## config.mk

```make
export PLATFORM = sky130hd
export DESIGN_NAME = pwm16_channel
export DESIGN_NICKNAME = d
export VERILOG_FILES = /design/src/rtl/pwm16_pkg.sv /design/src/rtl/pwm16_regs.sv /design/src/rtl/pwm16_match.sv /design/src/rtl/pwm16_channel.sv
export SDC_FILE = /design/constraint.sdc
export NUM_CORES = 1
export LEC_CHECK = 0
export BUFFER_PORTS_ARGS = -buffer_cell sky130_fd_sc_hd__buf_2
export CAP_MARGIN = 10
export CORE_MARGIN = 2
export CORE_UTILIZATION = 44
export DETAILED_ROUTE_END_ITERATION = 16
export HOLD_SLACK_MARGIN = 0.08
export PLACE_DENSITY = 0.7
export SLEW_MARGIN = 20
export SYNTH_ARGS = -nofsm -noshare
export SYNTH_HDL_FRONTEND = slang
export SYNTH_SLANG_ARGS = --single-unit
```

## constraint.sdc

```tcl
create_clock -name clk -period 1 [get_ports clk]
set_input_delay 0.1 -clock clk [delete_from_list [all_inputs] [get_ports clk]]
set_output_delay 0.1 -clock clk [all_outputs]
set_load 0.02 [all_outputs]
```

## src/rtl/pwm16_pkg.sv

```systemverilog
package pwm16_pkg;
  localparam logic [1:0] ADDR_CTRL = 2'd0;
  localparam logic [1:0] ADDR_CMPL = 2'd1;
  localparam logic [1:0] ADDR_CMPH = 2'd2;

  localparam int CB_FLAG = 7;

  typedef struct packed {
    logic flag_ie;
    logic match_ie;
    logic wide_sel;
    logic pwm_en;
    logic cmp_en;
  } ctrl_t;

  localparam int CTRL_W = $bits(ctrl_t);
endpackage

```

## src/rtl/pwm16_regs.sv

```systemverilog
module pwm16_regs
  import pwm16_pkg::*;
#(
  parameter int CMP_W = 16
) (
  input  logic             clk,
  input  logic             rst,
  input  logic             wr_en,
  input  logic [1:0]       wr_addr,
  input  logic [7:0]       wr_data,
  output ctrl_t            ctrl,
  output logic [CMP_W-1:0] cmp_val,
  output logic             flag_clr
);
  localparam int HALF_W = CMP_W / 2;

  ctrl_t            ctrl_q;
  logic [CMP_W-1:0] cmp_q;

  always_ff @(posedge clk) begin
    if (rst) begin
      ctrl_q <= '0;
      cmp_q  <= '0;
    end else if (wr_en) begin
      case (wr_addr)
        ADDR_CTRL: ctrl_q <= ctrl_t'(wr_data[CTRL_W-1:0]);
        ADDR_CMPL: begin
          cmp_q[HALF_W-1:0] <= wr_data[HALF_W-1:0];
          ctrl_q.cmp_en     <= 1'b0;
        end
        ADDR_CMPH: begin
          cmp_q[CMP_W-1:HALF_W] <= wr_data[HALF_W-1:0];
          ctrl_q.cmp_en         <= 1'b1;
        end
        default: ;
      endcase
    end
  end

  assign ctrl     = ctrl_q;
  assign cmp_val  = cmp_q;
  assign flag_clr = wr_en && (wr_addr == ADDR_CTRL) && !wr_data[CB_FLAG];
endmodule

```

## src/rtl/pwm16_match.sv

```systemverilog
module pwm16_match
  import pwm16_pkg::*;
#(
  parameter int CMP_W = 16
) (
  input  logic             clk,
  input  logic             rst,
  input  ctrl_t            ctrl,
  input  logic [CMP_W-1:0] cmp_val,
  input  logic [CMP_W-1:0] tb_count,
  input  logic             tb_ovf,
  input  logic             flag_clr,
  output logic             hit,
  output logic             flag,
  output logic             pwm_out
);
  logic armed;
  logic flag_q;
  logic out_q;

  assign armed = ctrl.cmp_en && ctrl.pwm_en && ctrl.wide_sel;
  assign hit   = armed && (tb_count == cmp_val);

  // Output latch: set has priority over the overflow reset.
  always_ff @(posedge clk) begin
    if (rst)         out_q <= 1'b0;
    else if (hit)    out_q <= 1'b1;
    else if (tb_ovf) out_q <= 1'b0;
  end

  // Sticky flag: a new match beats a clearing write in the same clock.
  always_ff @(posedge clk) begin
    if (rst)           flag_q <= 1'b0;
    else if (hit)      flag_q <= 1'b1;
    else if (flag_clr) flag_q <= 1'b0;
  end

  assign flag    = flag_q;
  assign pwm_out = out_q;
endmodule

```

## src/rtl/pwm16_channel.sv

```systemverilog
module pwm16_channel
  import pwm16_pkg::*;
#(
  parameter int CMP_W = 16
) (
  input  logic             clk,
  input  logic             rst,
  input  logic [CMP_W-1:0] tb_count,
  input  logic             tb_ovf,
  input  logic             wr_en,
  input  logic [1:0]       wr_addr,
  input  logic [7:0]       wr_data,
  input  logic [1:0]       rd_addr,
  output logic [7:0]       rd_data,
  output logic             pwm_out,
  output logic             irq
);
  localparam int HALF_W = CMP_W / 2;

  ctrl_t            ctrl_q;
  logic [CMP_W-1:0] cmp_val;
  logic             flag_clr;
  logic             hit;
  logic             flag;

  pwm16_regs #(.CMP_W(CMP_W)) regs_i (
    .clk      (clk),
    .rst      (rst),
    .wr_en    (wr_en),
    .wr_addr  (wr_addr),
    .wr_data  (wr_data),
    .ctrl     (ctrl_q),
    .cmp_val  (cmp_val),
    .flag_clr (flag_clr)
  );

  pwm16_match #(.CMP_W(CMP_W)) match_i (
    .clk      (clk),
    .rst      (rst),
    .ctrl     (ctrl_q),
    .cmp_val  (cmp_val),
    .tb_count (tb_count),
    .tb_ovf   (tb_ovf),
    .flag_clr (flag_clr),
    .hit      (hit),
    .flag     (flag),
    .pwm_out  (pwm_out)
  );

  always_comb begin
    rd_data = '0;
    case (rd_addr)
      ADDR_CTRL: begin
        rd_data[CTRL_W-1:0] = ctrl_q;
        rd_data[CB_FLAG]    = flag;
      end
      ADDR_CMPL: rd_data[HALF_W-1:0] = cmp_val[HALF_W-1:0];
      ADDR_CMPH: rd_data[HALF_W-1:0] = cmp_val[CMP_W-1:HALF_W];
      default:   rd_data = '0;
    endcase
  end

  assign irq = flag && ctrl_q.match_ie && ctrl_q.flag_ie;
endmodule

```

==> results.md <==
* Max VDD drop at 822 uV
* Clk slew on worst S/H paths at ~0.14 ns
* PnR Total Power at 1.88 mW
* Final clock period utilization by the worst path at 1.44
* DR vias at 1471
* Final setup violating endpoints at 11
* Pint at 1.34 mW
* Cell Count, Final, Fillers Out at 272
* Inserted Clock Buffers at 3
* Worst path cell trace: buf_6 > a222oi_1 > nor2_2 > buf_6
* M1 wire length at 1550 microns
* Post-synthesis cell count at 156
* Uppermost routed layer: met4
* Height of the chip at 57.4 microns
* Overall overflow remaining after global route at 0
* Final WL at 4020 microns
* Switching power at approximately 540 uW
* Hold/Removal Path Class: primary input to register
* Final total negative setup slack at -3.25 ns
* Mapped Nets at 196
* Die W at 57.4 microns
* DR WL met2 at about 2200 microns
* Required @ worst endpoint at approximately 0.9 ns
* Worst setup slack before clock tree synthesis at -0.299 ns
* Layout overhead on the synthesized area at 62.8%
* Wire length per cell after detailed routing at 14.8 microns
* Warning count from the yosys run at 0
* Post-synthesis register bit count at 23
* Post-synthesis instance area at 1250 sq um
* Initial antenna violation count at 0
* Starting DRT DRC Count at 123
* Worst path most repeated cell: sky130_fd_sc_hd__buf_6
* Syn Area/Cell at 8.03 sq um
* Final hold vios at 0
* Clock buffer depth at 2
* Clk Tree Root Cell: sky130_fd_sc_hd__clkbuf_4
* Pleak at 0.922 nW
* # Max-Cap Violations at 0
* Comb pwr share at 0.249
* Routed length on met3 at around 230 microns
* Type of the worst setup path: register to output pin
* Sequential share of power at 0.518
* Router iterations before antenna repair at 6
* FF-to-FF path depth at 5
* Global-route wire length before repair at between 6000 and 7000 microns
* Startpoint type of the worst setup path: register
* Worst hold path depth at 4
* PD cells at 921 nW/um^2
* Arrival time at the worst endpoint at about 1.3 ns
* Clk_skew at 0.0107 ns
* Switching share of power at 0.287
* Sinks on Clock Net at 23
* RSZ-0062 raised after global routing: true
* Headroom to the max-slew limit at 0.756
* Least setup slack across all paths after layout at -0.441 ns
* End-of-flow core utilization at 0.746
* Post-layout nets at approximately 280
* Proportion of layout cells with a drive suffix above 1 at 0.469
* Register area share after synthesis at 0.368
* Pin count of the biggest net entering global routing at 24
* Portion of synthesized cell area occupied by the leading cell type at 0.368
* DR DRC count at 0
* Cell with the largest stage delay on the worst path: sky130_fd_sc_hd__dfxtp_2
* TritonCTS clock tree: yes
* Core region area at 2730 sq um
* Die area at between 3000 and 4000 sq um
* Post-detail-place hpwl at 2880 microns
* Total global-route track usage at 0.258
* Synth cell types at 22
* Top area cells in the synthesized netlist: sky130_fd_sc_hd__dfxtp_1 37%, sky130_fd_sc_hd__xor2_1 9.1%, sky130_fd_sc_hd__nand3_1 8.4%
* Clock power frac at 0.234
* Actual slew at the worst max-slew pin at 0.366 ns
* Row Count at 19
* Global placer's final weighted congestion at 0.813
* Vias in the first global route at about 1500
* Starting density of the core at 0.458
* Violated checks: negative setup slack
* H-tree lvl count at 1
* Final min period at 1.44 ns
* Total count of max-transition violations in the final report at 0
* Cell accounting for the most synthesized area: sky130_fd_sc_hd__dfxtp_1
* Biggest fanout along the worst timing path at 2
* Number of cells after detailed placement at 247
* Number of input and output port buffers inserted at 41
* Status: complete, but fails checks
* Clk Latency, worst-skew pair at around 0.31 ns
* ANT nets after route at 0
* CP endpoint kind: output pin
* Detail-routed via count per cell at approximately 5.4
* Number of inserted diodes at 0
* Ports at 42
* Worst path max stage delay at 0.36 ns
* Highest achievable clock rate at 694 MHz
==> power groups by stage <==
stage / Clock [mW] / Combinational [mW] / Sequential [mW]
final: 0.439 / 0.467 / 0.973
after global routing: 0.491 / 0.509 / 0.977
after CTS: 0.449 / 0.447 / 0.971
after detailed placement: 0 / 0.376 / 0.990
after global placement: 0 / 0.361 / 0.988
after floorplan: 0 / 0.183 / 0.987
==> final timing paths <==
kind | start | endpoint | slack, ns
worst max-delay path | regs_i.cmp_val[7]$_SDFFE_PP0P_ | rd_data[7] | -0.44
worst max register to register | regs_i.cmp_val[15]$_SDFFE_PP0P_ | match_i.pwm_out$_SDFFE_PP0P_ | -0.29
worst min register to register | regs_i.ctrl[4]$_SDFFE_PP0N_ | regs_i.ctrl[4]$_SDFFE_PP0N_ | 0.48
worst min-delay path | tb_count[9] | match_i.flag$_SDFFE_PP0P_ | 0.13
==> kinds of logic after synthesis <==
group,after synthesis,synth area share
XOR/XNOR,16,0.112
flip-flops,23,0.368
buffers and inverters,12,0.0400
AO/OA/AOI/OAI,32,0.158
adder cells (fa/ha/maj),8,0.0799
AND/OR/NAND/NOR,64,0.235
multiplexers,1,0.00799
==> routing by layer <==
layer | global-route usage | vias up
li1 | - | 719
met4 | 0.0797 | 0
met2 | 0.459 | 66
met3 | 0.0204 | 6
met1 | 0.328 | 680
met5 | 0 | -
==> state kept, by name, indices dropped and copies added (netlist names) <==
name / flops
match_i.flag: 1
regs_i.cmp_val: 16
match_i.pwm_out: 1
regs_i.ctrl: 5
==> per-stage QoR <==
step                hold slack (ns)  instance area (sq um)
floorplan                     0.173                   1280
global placement              0.357                   1690
detailed placement            0.373                   1690
CTS                           0.126                   1980
global route                  0.173                   2040
finish                        0.127                   2040
==> area by class of cell <==
type	instances	area (sq um)
Clock buffer	3	22.5
Clock inverter	1	5.00
Fill cell	201	694
Inverter	4	15.0
Multi-Input combinational cell	121	796
Sequential cell	23	480
Tap cell	31	38.8
Timing Repair Buffer	89	682
==> timing repair <==
item | CTS | global route
hold endpoints to repair | 22 | 0
endpoints found under the setup margin | 11 | 11
resized for setup | 36 | 10
hold buffers | 9 | 0
buffers inserted | 10 | 2
pin swaps | 19 | 7
==> worst max-delay path: cells and delay by family, from the launching register on <==
| family | cells | cell delay (ns) |
|---|---|---|
| compound gates | 1 | 0.34 |
| buf+inv | 2 | 0.25 |
| flops | 1 | 0.36 |
| simple gates | 1 | 0.08 |
==> synthesized netlist by cell type <==
master and number:
sky130_fd_sc_hd__a211oi_1 1, sky130_fd_sc_hd__a22oi_1 2, sky130_fd_sc_hd__inv_1 4, sky130_fd_sc_hd__o21ai_0 1
sky130_fd_sc_hd__dfxtp_1 23, sky130_fd_sc_hd__nor2_1 9, sky130_fd_sc_hd__a21oi_1 20, sky130_fd_sc_hd__buf_2 4
sky130_fd_sc_hd__nand3_1 21, sky130_fd_sc_hd__mux2i_1 1, sky130_fd_sc_hd__nand2_1 24, sky130_fd_sc_hd__clkbuf_1 4
sky130_fd_sc_hd__a222oi_1 6, sky130_fd_sc_hd__nor4_1 3, sky130_fd_sc_hd__ha_1 8, sky130_fd_sc_hd__nor2b_1 4
sky130_fd_sc_hd__xor2_1 13, sky130_fd_sc_hd__nand4_1 1, sky130_fd_sc_hd__xnor2_1 3, sky130_fd_sc_hd__and3_1 1
sky130_fd_sc_hd__nand4b_1 1, sky130_fd_sc_hd__o21ai_1 2
==> cells in the final DEF, fill, tap and decap left out, types with 4 or more instances in the layout <==
cell / instances
sky130_fd_sc_hd__inv_1: 4
sky130_fd_sc_hd__buf_4: 29
sky130_fd_sc_hd__buf_2: 32
sky130_fd_sc_hd__a222oi_1: 6
sky130_fd_sc_hd__nand3_1: 21
sky130_fd_sc_hd__nand2_1: 24
sky130_fd_sc_hd__ha_1: 6
sky130_fd_sc_hd__dlygate4sd3_1: 9
sky130_fd_sc_hd__dfxtp_2: 16
sky130_fd_sc_hd__buf_6: 19
sky130_fd_sc_hd__dfxtp_1: 7
sky130_fd_sc_hd__nor2_1: 6
sky130_fd_sc_hd__xor2_1: 12
sky130_fd_sc_hd__a21oi_1: 20
No activity file was read; power rests on OpenSTA's default activity.
